--- config.mk ---
export PLATFORM = sky130hd
export DESIGN_NAME = prio_intc
export DESIGN_NICKNAME = d
export VERILOG_FILES = /design/src/rtl/pic_pkg.sv /design/src/rtl/pic_init_seq.sv /design/src/rtl/pic_req_latch.sv /design/src/rtl/pic_prio_res.sv /design/src/rtl/prio_intc.sv
export SDC_FILE = /design/constraint.sdc
export NUM_CORES = 1
export LEC_CHECK = 0
export ABC_AREA = 1
export BUFFER_PORTS_ARGS = -buffer_cell sky130_fd_sc_hd__buf_2
export CAP_MARGIN = 10
export CORE_ASPECT_RATIO = 0.7
export CORE_MARGIN = 2
export CORE_UTILIZATION = 30
export CTS_CLUSTER_DIAMETER = 50
export DETAILED_ROUTE_END_ITERATION = 6
export GPL_TIMING_DRIVEN = 0
export PLACE_DENSITY = 0.55
export SETUP_SLACK_MARGIN = 0.3
export SLEW_MARGIN = 20
export SYNTH_ARGS = -nofsm -noshare
export SYNTH_HDL_FRONTEND = slang
export SYNTH_HIERARCHICAL = 1
export SYNTH_SLANG_ARGS = --single-unit
--- constraint.sdc ---
create_clock -name clk -period 9.65 [get_ports clk]
set_input_delay 0 -clock clk [delete_from_list [all_inputs] [get_ports clk]]
set_output_delay 0 -clock clk [all_outputs]
set_load 0.02 [all_outputs]
--- src/rtl/pic_pkg.sv ---
package pic_pkg;
    typedef enum logic [1:0] {
        ST_READY,
        ST_WAIT_BASE,
        ST_WAIT_CASC,
        ST_WAIT_MODE
    } seq_state_e;

    typedef enum logic [1:0] {
        RS_REQ,
        RS_SVC,
        RS_CASC
    } rd_sel_e;

    localparam int unsigned INIT_BIT    = 4;
    localparam int unsigned SEL_BIT     = 3;
    localparam int unsigned LEVEL_BIT   = 3;
    localparam int unsigned MODEREQ_BIT = 0;
    localparam int unsigned AEOI_BIT    = 1;
    localparam logic [2:0]  OP_EOI      = 3'b001;
    localparam logic [2:0]  OP_SETPRI   = 3'b110;
endpackage

--- src/rtl/pic_init_seq.sv ---
module pic_init_seq
    import pic_pkg::*;
#(
    parameter int unsigned DW = 8
) (
    input  logic          clk,
    input  logic          rst_n,
    input  logic          cmd_wr,
    input  logic          data_wr,
    input  logic [DW-1:0] wdata,
    output logic          init_start,
    output logic          ready,
    output logic          load_base,
    output logic          load_casc,
    output logic          load_mode,
    output logic          load_mask
);
    seq_state_e state_q, state_d;
    logic       mode_req_q;

    always_ff @(posedge clk) begin
        if (!rst_n) state_q <= ST_READY;
        else        state_q <= state_d;
    end

    always_ff @(posedge clk) begin
        if (!rst_n)          mode_req_q <= 1'b0;
        else if (init_start) mode_req_q <= wdata[MODEREQ_BIT];
    end

    always_comb begin
        init_start = cmd_wr & wdata[INIT_BIT];
        state_d    = state_q;
        load_base  = 1'b0;
        load_casc  = 1'b0;
        load_mode  = 1'b0;
        load_mask  = 1'b0;
        unique case (state_q)
            ST_READY: begin
                if (data_wr) load_mask = 1'b1;
            end
            ST_WAIT_BASE: begin
                if (data_wr) begin
                    load_base = 1'b1;
                    state_d   = ST_WAIT_CASC;
                end
            end
            ST_WAIT_CASC: begin
                if (data_wr) begin
                    load_casc = 1'b1;
                    state_d   = mode_req_q ? ST_WAIT_MODE : ST_READY;
                end
            end
            ST_WAIT_MODE: begin
                if (data_wr) begin
                    load_mode = 1'b1;
                    state_d   = ST_READY;
                end
            end
            default: state_d = ST_READY;
        endcase
        if (init_start) state_d = ST_WAIT_BASE;
        ready = (state_q == ST_READY);
    end
endmodule

--- src/rtl/pic_req_latch.sv ---
module pic_req_latch #(
    parameter int unsigned N = 8
) (
    input  logic         clk,
    input  logic         rst_n,
    input  logic [N-1:0] irq_in,
    input  logic         level_mode,
    input  logic         clr_all,
    input  logic [N-1:0] ack_clr,
    output logic [N-1:0] irr
);
    for (genvar g = 0; g < N; g++) begin : g_line
        logic prev_q;
        logic req_q;
        always_ff @(posedge clk) begin
            if (!rst_n) begin
                prev_q <= 1'b0;
                req_q  <= 1'b0;
            end else begin
                prev_q <= irq_in[g];
                if (clr_all)                     req_q <= 1'b0;
                else if (level_mode)             req_q <= irq_in[g];
                else if (irq_in[g] && !prev_q)   req_q <= 1'b1;
                else if (ack_clr[g])             req_q <= 1'b0;
            end
        end
        assign irr[g] = req_q;
    end
endmodule

--- src/rtl/pic_prio_res.sv ---
module pic_prio_res #(
    parameter int unsigned N  = 8,
    parameter int unsigned IW = $clog2(N)
) (
    input  logic [N-1:0]  req,
    input  logic [N-1:0]  isr,
    input  logic [IW-1:0] low,
    output logic          grant_valid,
    output logic [IW-1:0] grant_idx,
    output logic          top_valid,
    output logic [IW-1:0] top_idx
);
    logic [IW-1:0] line_a, line_b;
    logic          blocked;

    always_comb begin
        grant_valid = 1'b0;
        grant_idx   = '0;
        blocked     = 1'b0;
        line_a      = '0;
        for (int k = 0; k < N; k++) begin
            line_a = low + IW'(1) + IW'(k);
            if (!grant_valid && !blocked) begin
                if (isr[line_a])      blocked = 1'b1;
                else if (req[line_a]) begin
                    grant_valid = 1'b1;
                    grant_idx   = line_a;
                end
            end
        end
    end

    always_comb begin
        top_valid = 1'b0;
        top_idx   = '0;
        line_b    = '0;
        for (int k = 0; k < N; k++) begin
            line_b = low + IW'(1) + IW'(k);
            if (!top_valid && isr[line_b]) begin
                top_valid = 1'b1;
                top_idx   = line_b;
            end
        end
    end
endmodule

--- src/rtl/prio_intc.sv ---
module prio_intc
    import pic_pkg::*;
#(
    parameter int unsigned N_LINES = 8,
    parameter int unsigned DW      = 8
) (
    input  logic               clk,
    input  logic               rst_n,
    input  logic               bus_wr,
    input  logic               bus_addr,
    input  logic [DW-1:0]      bus_wdata,
    output logic [DW-1:0]      bus_rdata,
    input  logic [N_LINES-1:0] irq_in,
    output logic               int_o,
    input  logic               inta,
    output logic [DW-1:0]      vector_o
);
    localparam int unsigned   IW   = $clog2(N_LINES);
    localparam logic [IW-1:0] LAST = IW'(N_LINES - 1);

    logic cmd_wr, data_wr, init_start, ready;
    logic load_base, load_casc, load_mode, load_mask;

    assign cmd_wr  = bus_wr & ~bus_addr;
    assign data_wr = bus_wr &  bus_addr;

    pic_init_seq #(.DW(DW)) u_seq (
        .clk(clk), .rst_n(rst_n), .cmd_wr(cmd_wr), .data_wr(data_wr),
        .wdata(bus_wdata), .init_start(init_start), .ready(ready),
        .load_base(load_base), .load_casc(load_casc),
        .load_mode(load_mode), .load_mask(load_mask)
    );

    logic [DW-1:0]      base_q, casc_q;
    logic               aeoi_q, level_q;
    logic [N_LINES-1:0] mask_q, isr_q, isr_d, irr, ack_clr;
    logic [IW-1:0]      low_q;
    rd_sel_e            rsel_q;

    logic          grant_valid, top_valid, grant, ctl_wr, do_eoi, do_setpri;
    logic [IW-1:0] grant_idx, top_idx;

    assign ctl_wr    = cmd_wr & ready & ~bus_wdata[INIT_BIT];
    assign do_eoi    = ctl_wr & ~bus_wdata[SEL_BIT] & (bus_wdata[7:5] == OP_EOI);
    assign do_setpri = ctl_wr & ~bus_wdata[SEL_BIT] & (bus_wdata[7:5] == OP_SETPRI);
    assign grant     = inta & grant_valid;

    always_comb begin
        ack_clr = '0;
        if (grant) ack_clr[grant_idx] = 1'b1;
    end

    pic_req_latch #(.N(N_LINES)) u_req (
        .clk(clk), .rst_n(rst_n), .irq_in(irq_in), .level_mode(level_q),
        .clr_all(init_start), .ack_clr(ack_clr), .irr(irr)
    );

    pic_prio_res #(.N(N_LINES), .IW(IW)) u_res (
        .req(irr & ~mask_q), .isr(isr_q), .low(low_q),
        .grant_valid(grant_valid), .grant_idx(grant_idx),
        .top_valid(top_valid), .top_idx(top_idx)
    );

    always_comb begin
        isr_d = isr_q;
        if (init_start) isr_d = '0;
        else begin
            if (grant && !aeoi_q)   isr_d[grant_idx] = 1'b1;
            if (do_eoi && top_valid) isr_d[top_idx]  = 1'b0;
        end
    end

    always_ff @(posedge clk) begin
        if (!rst_n) begin
            base_q  <= '0;
            casc_q  <= '0;
            aeoi_q  <= 1'b0;
            level_q <= 1'b0;
            mask_q  <= '1;
            isr_q   <= '0;
            low_q   <= LAST;
            rsel_q  <= RS_REQ;
        end else begin
            isr_q <= isr_d;
            if (init_start) begin
                level_q <= bus_wdata[LEVEL_BIT];
                aeoi_q  <= 1'b0;
                mask_q  <= '1;
                low_q   <= LAST;
                rsel_q  <= RS_REQ;
            end
            if (load_base) base_q <= bus_wdata;
            if (load_casc) casc_q <= bus_wdata;
            if (load_mode) aeoi_q <= bus_wdata[AEOI_BIT];
            if (load_mask) mask_q <= bus_wdata[N_LINES-1:0];
            if (do_setpri) low_q  <= bus_wdata[IW-1:0];
            if (ctl_wr && bus_wdata[SEL_BIT]) begin
                unique case (bus_wdata[1:0])
                    2'b10:   rsel_q <= RS_REQ;
                    2'b11:   rsel_q <= RS_SVC;
                    2'b01:   rsel_q <= RS_CASC;
                    default: rsel_q <= rsel_q;
                endcase
            end
        end
    end

    assign int_o    = grant_valid;
    assign vector_o = base_q + DW'(grant_valid ? grant_idx : LAST);

    always_comb begin
        if (bus_addr) bus_rdata = DW'(mask_q);
        else begin
            unique case (rsel_q)
                RS_SVC:  bus_rdata = DW'(isr_q);
                RS_CASC: bus_rdata = casc_q;
                default: bus_rdata = DW'(irr);
            endcase
        end
    end
endmodule

# == Word level (Yosys, flattened, before mapping) ==
# Index checks and enable logic that the tools add are counted.
# word_totals
out_inout_bits,17
word_cells,319
regBits,58
# classes
mux,161
n_reduce_logical,75
bitwise_logic,18
addsub,9
magnitude_cmp,12
eq_ne,17
# ops
operator,n
2-to-1 mux 3 bit,34
2-to-1 mux 1 bit,93
2-to-1 mux 8 bit,7
binary-select mux 1 bit (select 3 bit),16
"less-than comparator 3 x 4 -> 1 bit, second input constant",10
zero test 1 bit,29
logical AND 1 bit,27
nonzero test 3 bit,9
bitwise AND 8 bit,2
inverter 8 bit,2
case mux 8 bit (2 select lines),1
"adder 3 bit, second input constant",4
2-to-1 mux 2 bit,6
case mux 2 bit (3 select lines),2
"equality test 2 bit, second input constant",5
bitwise AND 1 bit,9
"!= test 3 bit, second input constant",3
adder 8 x 3 -> 8 bit,1
bitwise OR 8 bit,1
AND reduction 4 bit,2
nonzero test 2 bit,4
"adder 3 x 1 -> 3 bit, second input constant",2
"adder 3 x 2 -> 3 bit, second input constant",2
demux 1 bit (select 3 bit),2
11 further kinds,19

# == Longest topological paths before layout ==
# Gate-level depths: netlist (run 1).
# depth
ltp_word,36
depth_mapped,31
depth_no_buf,29

# == By module ==
# The synthesis (run 1) kept the hierarchy.
# modules_own_cells
mod,area_each_um2,cells_per_inst,instances
prio_intc,2173.3,317,1
pic_prio_res,1485.2,270,1
pic_req_latch,640.6,85,1
pic_init_seq,172.7,28,1

# == Worst setup path before layout (run 1) ==
# Ideal clock, no wire load.
# synth_path
kind,register to output
start,register low_q[0]
end,output port vector_o[6]
path_stages_with_launch,27
arrival_time_ps,4186
n_path_buf,3
slack_ps,5464
path_cell_list,dfxtp_1 -> inv_2 -> buf_2 -> ha_1 -> buf_4 -> inv_2 -> buf_4 -> nand3_2 -> nand3_2 -> nand2_2 -> inv_2 -> nor2_4 -> a31oi_4 -> nand4_4 -> nor2_2 -> o21ai_2 -> nand3_2 -> nor2_2 -> o21ai_1 -> nand4_1 -> nand2_1 -> ha_1 -> inv_1 -> fa_1 -> o21ai_1 -> nand3_1 -> xnor2_1
# synth_between
elab_chain_cells,28
# synth_lines
item,line_no,rtl
from (decl),prio_intc.sv:37,logic [IW-1:0] low_q;
from (signal assigned),prio_intc.sv:96,if (do_setpri) low_q <= bus_wdata[IW-1:0];
adder 3 x 1 -> 3 bit (*),pic_prio_res.sv:22,line_a = low + IW'(1) + IW'(k);
"parallel branches: the longest is 24 deep, another holds adder 3 x 1 -> 3 bit",n/a,
2-to-1 mux 1 bit (*),pic_prio_res.sv:23,if (!grant_valid && !blocked) begin
named net int_o,prio_intc.sv:14,"output logic int_o,"
2-to-1 mux 3 bit (*),prio_intc.sv:109,assign vector_o = base_q + DW'(grant_valid ? grant_idx : LAST);
adder 8 x 3 -> 8 bit (*),prio_intc.sv:109,
to (decl),prio_intc.sv:16,output logic [DW-1:0] vector_o
# Mark *: on every way through the listed nets, which the timed path passes. The select of a mux whose other input is x is not followed.

# == Worst setup path in the final report (run 1) ==
# layout_path
start,register low_q[0]
end,output port vector_o[6]
# layout_between
elab_chain_cells,28
# layout_lines
item,line_no,rtl
adder 3 x 1 -> 3 bit (*),pic_prio_res.sv:22,
"parallel branches: the longest is 24 deep, another holds adder 3 x 1 -> 3 bit",n/a,
2-to-1 mux 3 bit (*),pic_prio_res.sv:23,
named net grant_idx[1],prio_intc.sv:41,"logic [IW-1:0] grant_idx, top_idx;"
2-to-1 mux 3 bit (*),prio_intc.sv:109,
adder 8 x 3 -> 8 bit (*),prio_intc.sv:109,
# Marks and branches as above.

==> impl_metrics.toml, run 1 <==
[die]
initial_utilization = 0.306
die_area_sq_um = 15900
num_rows = 37
dieWidth_microns = 150
core-area_sq_um = 14600
die_h_microns = 106
ioPinCount = 38

[final_layout]
utilization = 0.368
fill_cells = 1615
layout-drive-gt1-share = 0.212
seqCellArea_sq_um = 1160
nets = 793
multi_input_area_sq_um = 2730
syn_to_final_growth_pct = 20.3
antenna_cells = 0

[timing]
fin_crit_ns = 5.40
max_slew_margin = 0.575
fin_crit_sh = 0.559
hold_viol_final = 0
final-setup-viol-count = 0
fin_skew_ns = 0.00837
worst_slew_pin_slew_ns = 0.631
setup-tns-final_ns = 0
slew_violations = 0
rsz0062_at_grt = "false"
fmax_ghz = 0.185

[status]
status = "completed"

[setup_path]
critPathLaunch = "low_q[0]$_SDFFE_PN1P_"
r2r_start = "low_q[0]$_SDFFE_PN1P_"
timing.rr.end = "isr_q[5]$_SDFF_PP0_"
crit_type = "reg -> out"
cp_max_fo = 10
cp.arrival_ns = 5.40
cp.required_ns = 9.65
r2r_slack_ns = 5.33
worstSetupEndpointType = "primary output"
start_kind = "flop"
reg2regPathDepth = 21

[place]
dp_hpwl_microns = 10900
io_buffers = 37
gp_congestion = 0.915

[routing]
drt_pass1_iterations = 5
drc = 0
drt_wl_total_microns = 13600
drt_iter0_markers = 389
viasPerCell = 4.79
dr_total_vias = 4613
final_antenna_net_count = 0
wl_per_cell_microns = 14.1

[clock_network]
ctsLongestPathBuffers = 2
cts_made_buffers = 9
cts_setup_buffers = 0
cts_tree = "yes"
path_clk_slew_ns = 0.06
cts_root_buffer = "clkbuf_16"
clkSinkCount = 58
hold_buffers = 16
clkLatencyLatePin_ns = 0.34
htree_num_levels = 3
cts-resized-gates = 0

[yosys]
ys_ff_latch = 58
avgSynthCellArea_sq_um = 6.39
ys.flop_type = "dfxtp_1"
synthCells = 700
syn_area_sq_um = 4470
yosys_warnings = 6
synth_edf_count = 0
ys_seq_area_frac = 0.260
async_flop_share = 0
syn_nets = 729
synth_cell_types = 49

[grt]
grt_max_degree = 12
gr-total-overflow = 0
grt_antenna_before_repair = 0
grt_pass1_vias = 4178
grt_pass1_wl_microns = 22200
grt_use_total = 0.178

[job]
drv_cap = 0

[hold_path]
hold_start = "bus_wdata[0]"
holdPathEnd = "low_q[0]$_SDFFE_PN1P_"
hold_depth = 3
min_path_type = "in -> reg"

[pwr]
peakVddDrop_mv = 0.0998
power.leakage_nw = 2.43
p_per_area_nw_per_um2 = 135
-- kinds of logic after synthesis --
kind of cell | after synthesis | synth area share
AND/OR/NAND/NOR | 368 | 0.395
buffers and inverters | 131 | 0.130
AO/OA/AOI/OAI | 128 | 0.173
flip-flops | 58 | 0.260
adder cells (fa/ha/maj) | 8 | 0.0241
XOR/XNOR | 7 | 0.0179
-- cells in the mapped netlist, types with 2 or more instances --
cell type,instances,share of area
a21oi_1,47,0.053
xor2_1,3,0.0059
nor2_2,5,0.0070
buf_6,4,0.010
nor2_4,2,0.0050
nor4_1,2,0.0028
nand2_2,18,0.025
o21ai_2,10,0.020
dfxtp_1,58,0.26
nand3_1,53,0.059
xnor2_1,3,0.0059
nand2_4,8,0.020
a21oi_2,10,0.020
clkbuf_1,6,0.0050
nor3_1,16,0.018
nand2_1,175,0.15
nand4_1,10,0.014
inv_1,83,0.070
o211ai_1,2,0.0034
o2111ai_1,2,0.0039
o21ai_1,20,0.022
nand3_2,8,0.018
buf_4,12,0.020
buf_2,3,0.0034
inv_2,21,0.018
nor2_1,62,0.052
o22ai_1,9,0.013
ha_1,7,0.020
o21ai_0,21,0.024
-- layer usage --
layer | global-route usage | vias up | routed length [microns]
li1 | - | 2393 | -
met1 | 0.282 | 2037 | 7340
met2 | 0.233 | 169 | 4830
met3 | 0.0524 | 14 | 1280
met4 | 0.0276 | 0 | 111
met5 | 0 | - | 0
-- area by class of cell --
type | instances | area share
inverters | 104 | 0.0726
clock inverters | 7 | 0.0174
well taps | 195 | 0.0453
repair buffers | 53 | 0.0642
clock buffers | 9 | 0.0419
multi-input cells | 511 | 0.507
plain buffers | 27 | 0.0356
flip-flops and latches | 58 | 0.216
-- power by group --
group	switching, W	leakage [nW]	internal, W	total [W]
Clock	0.000118	0.151	0.000225	0.000343
Sequential	0.00000558	0.473	0.000248	0.000254
Combinational	0.0000855	1.80	0.0000456	0.000131
-- stage by stage --
stage / cell area [sq um] / total power [W] / cells / hold slack (ns) / worst slack, ns
2_1_floorplan: 4470 / 0.000346 / 700 / 0.0935 / 5.46
3_3_place_gp: 4900 / 0.000384 / 932 / 0.196 / 4.69
4_1_cts: 5380 / 0.000729 / 964 / 0.00301 / 4.32
6_report: 5380 / 0.000728 / 964 / 0.00677 / 4.25
3_5_place_dp: 4900 / 0.000383 / 932 / 0.196 / 4.71
5_1_grt: 5380 / 0.000755 / 964 / 0.0172 / 3.87
-- registers in the layout, indices dropped and copies added (netlist names) --
register and cells:
u_seq/state_q 2, aeoi_q 1, mask_q 8, base_q 8, casc_q 8, isr_q 8, level_q 1, u_seq/mode_req_q 1
u_req/g_line.req_q 8, low_q 3, rsel_q 2, u_req/g_line.prev_q 8
-- critical path, cell delays in order, from the launching register on --
cell and delay, ns:
dfxtp_1 0.43, inv_2 0.08, buf_2 0.20, ha_1 0.31, buf_4 0.17, inv_2 0.10, nand2_2 0.08, nand2_4 0.11
o21ai_1 0.14, o21ai_0 0.54, nand2_1 0.23, nor3_4 0.30, nand3_2 0.14, nor2_2 0.13, o21ai_0 0.09, a21oi_1 0.49
inv_2 0.13, nand2_1 0.20, inv_1 0.09, fa_1 0.44, o21ai_1 0.21, nand3_1 0.11, xnor2_1 0.14, buf_2 0.18
-- worst max path at each step --
stage	endpoint	cells past startpoint
after floorplan	vector_o[6]	26
after global placement	vector_o[6]	26
after detailed placement	vector_o[6]	23
after CTS	vector_o[6]	23
after global routing	vector_o[6]	23
final	vector_o[6]	23
-- cells in the final DEF, fill, tap and decap left out, types with 16 or more instances in the layout --
cell type / count
nand2_1: 175
inv_2: 21
o21ai_1: 20
nand3_1: 53
nor2_1: 62
buf_2: 40
a21oi_1: 47
dfxtp_1: 58
inv_1: 83
o21ai_0: 21
nand2_2: 18
nor3_1: 16
dlygate4sd3_1: 16
(Power assumes the default switching activity.)
==> inputs of run 2 (changes only) <==
--- a/config.mk
+++ b/config.mk
@@ -5,7 +5,7 @@
 export SDC_FILE = /design/constraint.sdc
 export NUM_CORES = 1
 export LEC_CHECK = 0
-export ABC_AREA = 1
+export ABC_AREA = 0
 export BUFFER_PORTS_ARGS = -buffer_cell sky130_fd_sc_hd__buf_2
 export CAP_MARGIN = 10
 export CORE_ASPECT_RATIO = 0.7
==> constraint.sdc (replaced) <==
create_clock -name clk -period 5.6 [get_ports clk]
set_input_delay 0 -clock clk [delete_from_list [all_inputs] [get_ports clk]]
set_output_delay 0 -clock clk [all_outputs]
set_load 0.02 [all_outputs]
==> impl_metrics.toml, run 2 <==
[yosys]
ys.flop_type = "dfxtp_1"
synth_edf_count = 0
syn_area_sq_um = 4830
ys_top_cells_by_count = "nor2_1 (59), dfxtp_1 (58), nand2_1 (45)"
yosys_warnings = 6
synthCells = 571
synth_cell_types = 82
async_flop_share = 0
synthTopCellsByArea = "dfxtp_1 (24%), mux4_2 (7.9%), mux2i_1 (6.0%)"
yosys.cell_count.top_type = "nor2_1"
synth_top_area_cell = "dfxtp_1"
ys_ff_latch = 58
ys_seq_area_frac = 0.240
yosysTopAreaCellShare = 0.240
avgSynthCellArea_sq_um = 8.46
syn_nets = 600

[place]
dp_hpwl_microns = 11600
io_buffers = 36
dpl_cell_area_sq_um = 5260
gp_congestion = 0.908

[timing]
fin_skew_ns = 0.0112
fin_crit_sh = 0.896
final-setup-viol-count = 0
hold_viol_final = 0
worst_slew_pin_slew_ns = 0.675
slew_violations = 0
max_slew_margin = 0.548
fmax_ghz = 0.199
rsz0062_at_grt = "false"
fin_crit_ns = 5.02

[setup_path]
worstSetupEndpointType = "primary output"
cp_max_fo = 10
cp.required_ns = 5.60
timing.rr.end = "isr_q[3]$_SDFF_PP0_"
cp.arrival_ns = 5.02
reg2regPathDepth = 19
r2r_start = "low_q[0]$_SDFFE_PN1P_"
crit_type = "reg -> out"
endpoint = "vector_o[6]"
r2r_slack_ns = 1.05
critPathLaunch = "low_q[0]$_SDFFE_PN1P_"
start_kind = "flop"

[final_layout]
antenna_cells = 0
final_cell_area_sq_um = 5840
nets = 665
layout_common_cells = "nor2_1 (59), dfxtp_1 (57), nand2_1 (45)"
utilization = 0.374
final_common_cell = "nor2_1"
syn_to_final_growth_pct = 20.9
layout-drive-gt1-share = 0.222

[die]
die_area_sq_um = 17100
ioPinCount = 38
die_h_microns = 110
dieWidth_microns = 156
core-area_sq_um = 15600
num_rows = 38
initial_utilization = 0.310

[grt]
grt_pass1_wl_microns = 25000
gr-total-overflow = 0
grt_pass1_vias = 4578
grt_use_total = 0.190
grt_max_degree = 17
grt_antenna_before_repair = 0

[clock_network]
cts_root_buffer = "clkbuf_16"
clkSinkCount = 58
htree_num_levels = 3
clkLatencyLatePin_ns = 0.33
cts_made_buffers = 9
path_clk_slew_ns = 0.05
ctsLongestPathBuffers = 2
cts_tree = "yes"

[routing]
drt_wl_total_microns = 15500
final_antenna_net_count = 0
drt_pass1_iterations = 5
dr_total_vias = 4741
drt_iter0_markers = 421
viasPerCell = 5.64
drc = 0
wl_per_cell_microns = 18.4

[pwr]
power.leakage_nw = 2.26
p_per_area_nw_per_um2 = 205
power_w = 0.00120
peakVddDrop_mv = 0.173

[job]
drv_cap = 0

[hold_path]
min_path_type = "in -> reg"
hold_start = "bus_wdata[0]"

[status]
status = "completed"
-- run 2: area by class of cell --
cell class	count	area [sq um]
inverters	27	103
clock buffers	11	253
fillers	1597	9760
well taps	200	250
flip-flops and latches	58	1160
multi-input cells	444	3360
plain buffers	42	312
repair buffers	54	343
clock inverters	5	52.6
-- run 2: worst max-delay path, stage by stage, from the launching register on --
cell and delay, ns:
dfxtp_2 0.35, buf_6 0.11, buf_8 0.14, inv_2 0.07, buf_8 0.15, ha_1 0.31
buf_6 0.15, buf_12 0.14, or3b_1 0.40, o2111a_1 0.19, or4_4 0.56, and4_4 0.18
a221o_1 0.29, o2bb2ai_1 0.12, nand3_1 0.11, buf_4 0.19, nand2b_1 0.16, inv_1 0.08
fa_2 0.38, nor2b_2 0.13, o2111ai_1 0.13, xnor2_1 0.18, buf_4 0.16
-- run 2: worst min path at each step --
| stage | slack (ns) | cells after the start | to |
|---|---|---|---|
| finish | 0.02 | 3 | u_seq/mode_req_q$_SDFFE_PN0P_ |
| global route | 0.03 | 3 | base_q[7]$_SDFFE_PN0P_ |
| CTS | 0.006 | 3 | u_seq/mode_req_q$_SDFFE_PN0P_ |
| detailed placement | 0.22 | 2 | u_req/g_line[5].prev_q$_SDFF_PN0_ |
| global placement | 0.22 | 2 | u_req/g_line[5].prev_q$_SDFF_PN0_ |
| floorplan | 0.12 | 1 | u_seq/state_q[0]$_SDFFE_PN0P_ |
-- run 2: power by group --
part	switching (W)	internal, W	total, W
sequential	0.0000102	0.000427	0.000437
combinational	0.000119	0.0000840	0.000203
clock	0.000191	0.000366	0.000557
total	0.000320	0.000876	0.00120
-- run 2: metrics by stage --
stage          setup slack (ns)  hold slack, ns  TNS [ns]  instances
3_3_place_gp             0.0746           0.216         0        807
2_1_floorplan             0.771           0.118         0        571
5_1_grt                   0.298          0.0262         0        841
3_5_place_dp            -0.0180           0.218   -0.0221        807
6_report                  0.584          0.0178         0        841
4_1_cts                   0.333         0.00649         0        840
-- run 2: logic make-up (layout without fill, tap and decap cells) --
family,count (synthesis),after routing,share of synthesized area
AO/OA/AOI/OAI,121,121,0.176
XOR/XNOR,11,11,0.0306
adder cells (fa/ha/maj),8,8,0.0223
buffers and inverters,69,139,0.0739
flip-flops,58,58,0.240
multiplexers,55,55,0.173
AND/OR/NAND/NOR,249,249,0.284
-- run 2: what timing repair did --
action                                  4_1_cts  5_1_grt
buffers inserted                              7        1
hold buffers                                 10        0
endpoints found under the hold margin        18        0
pin swaps                                     3        8
gates resized for setup                      15       25
endpoints found under the setup margin        7        7
-- run 2: layer usage --
| metal | vias up | share of wire | GRT usage |
|---|---|---|---|
| met1 | 2269 | 0.47 | 0.274 |
| met5 | - | 0 | 0 |
| met2 | 221 | 0.42 | 0.275 |
| li1 | 2232 | - | - |
| met3 | 19 | 0.087 | 0.0438 |
| met4 | 0 | 0.020 | 0.0688 |
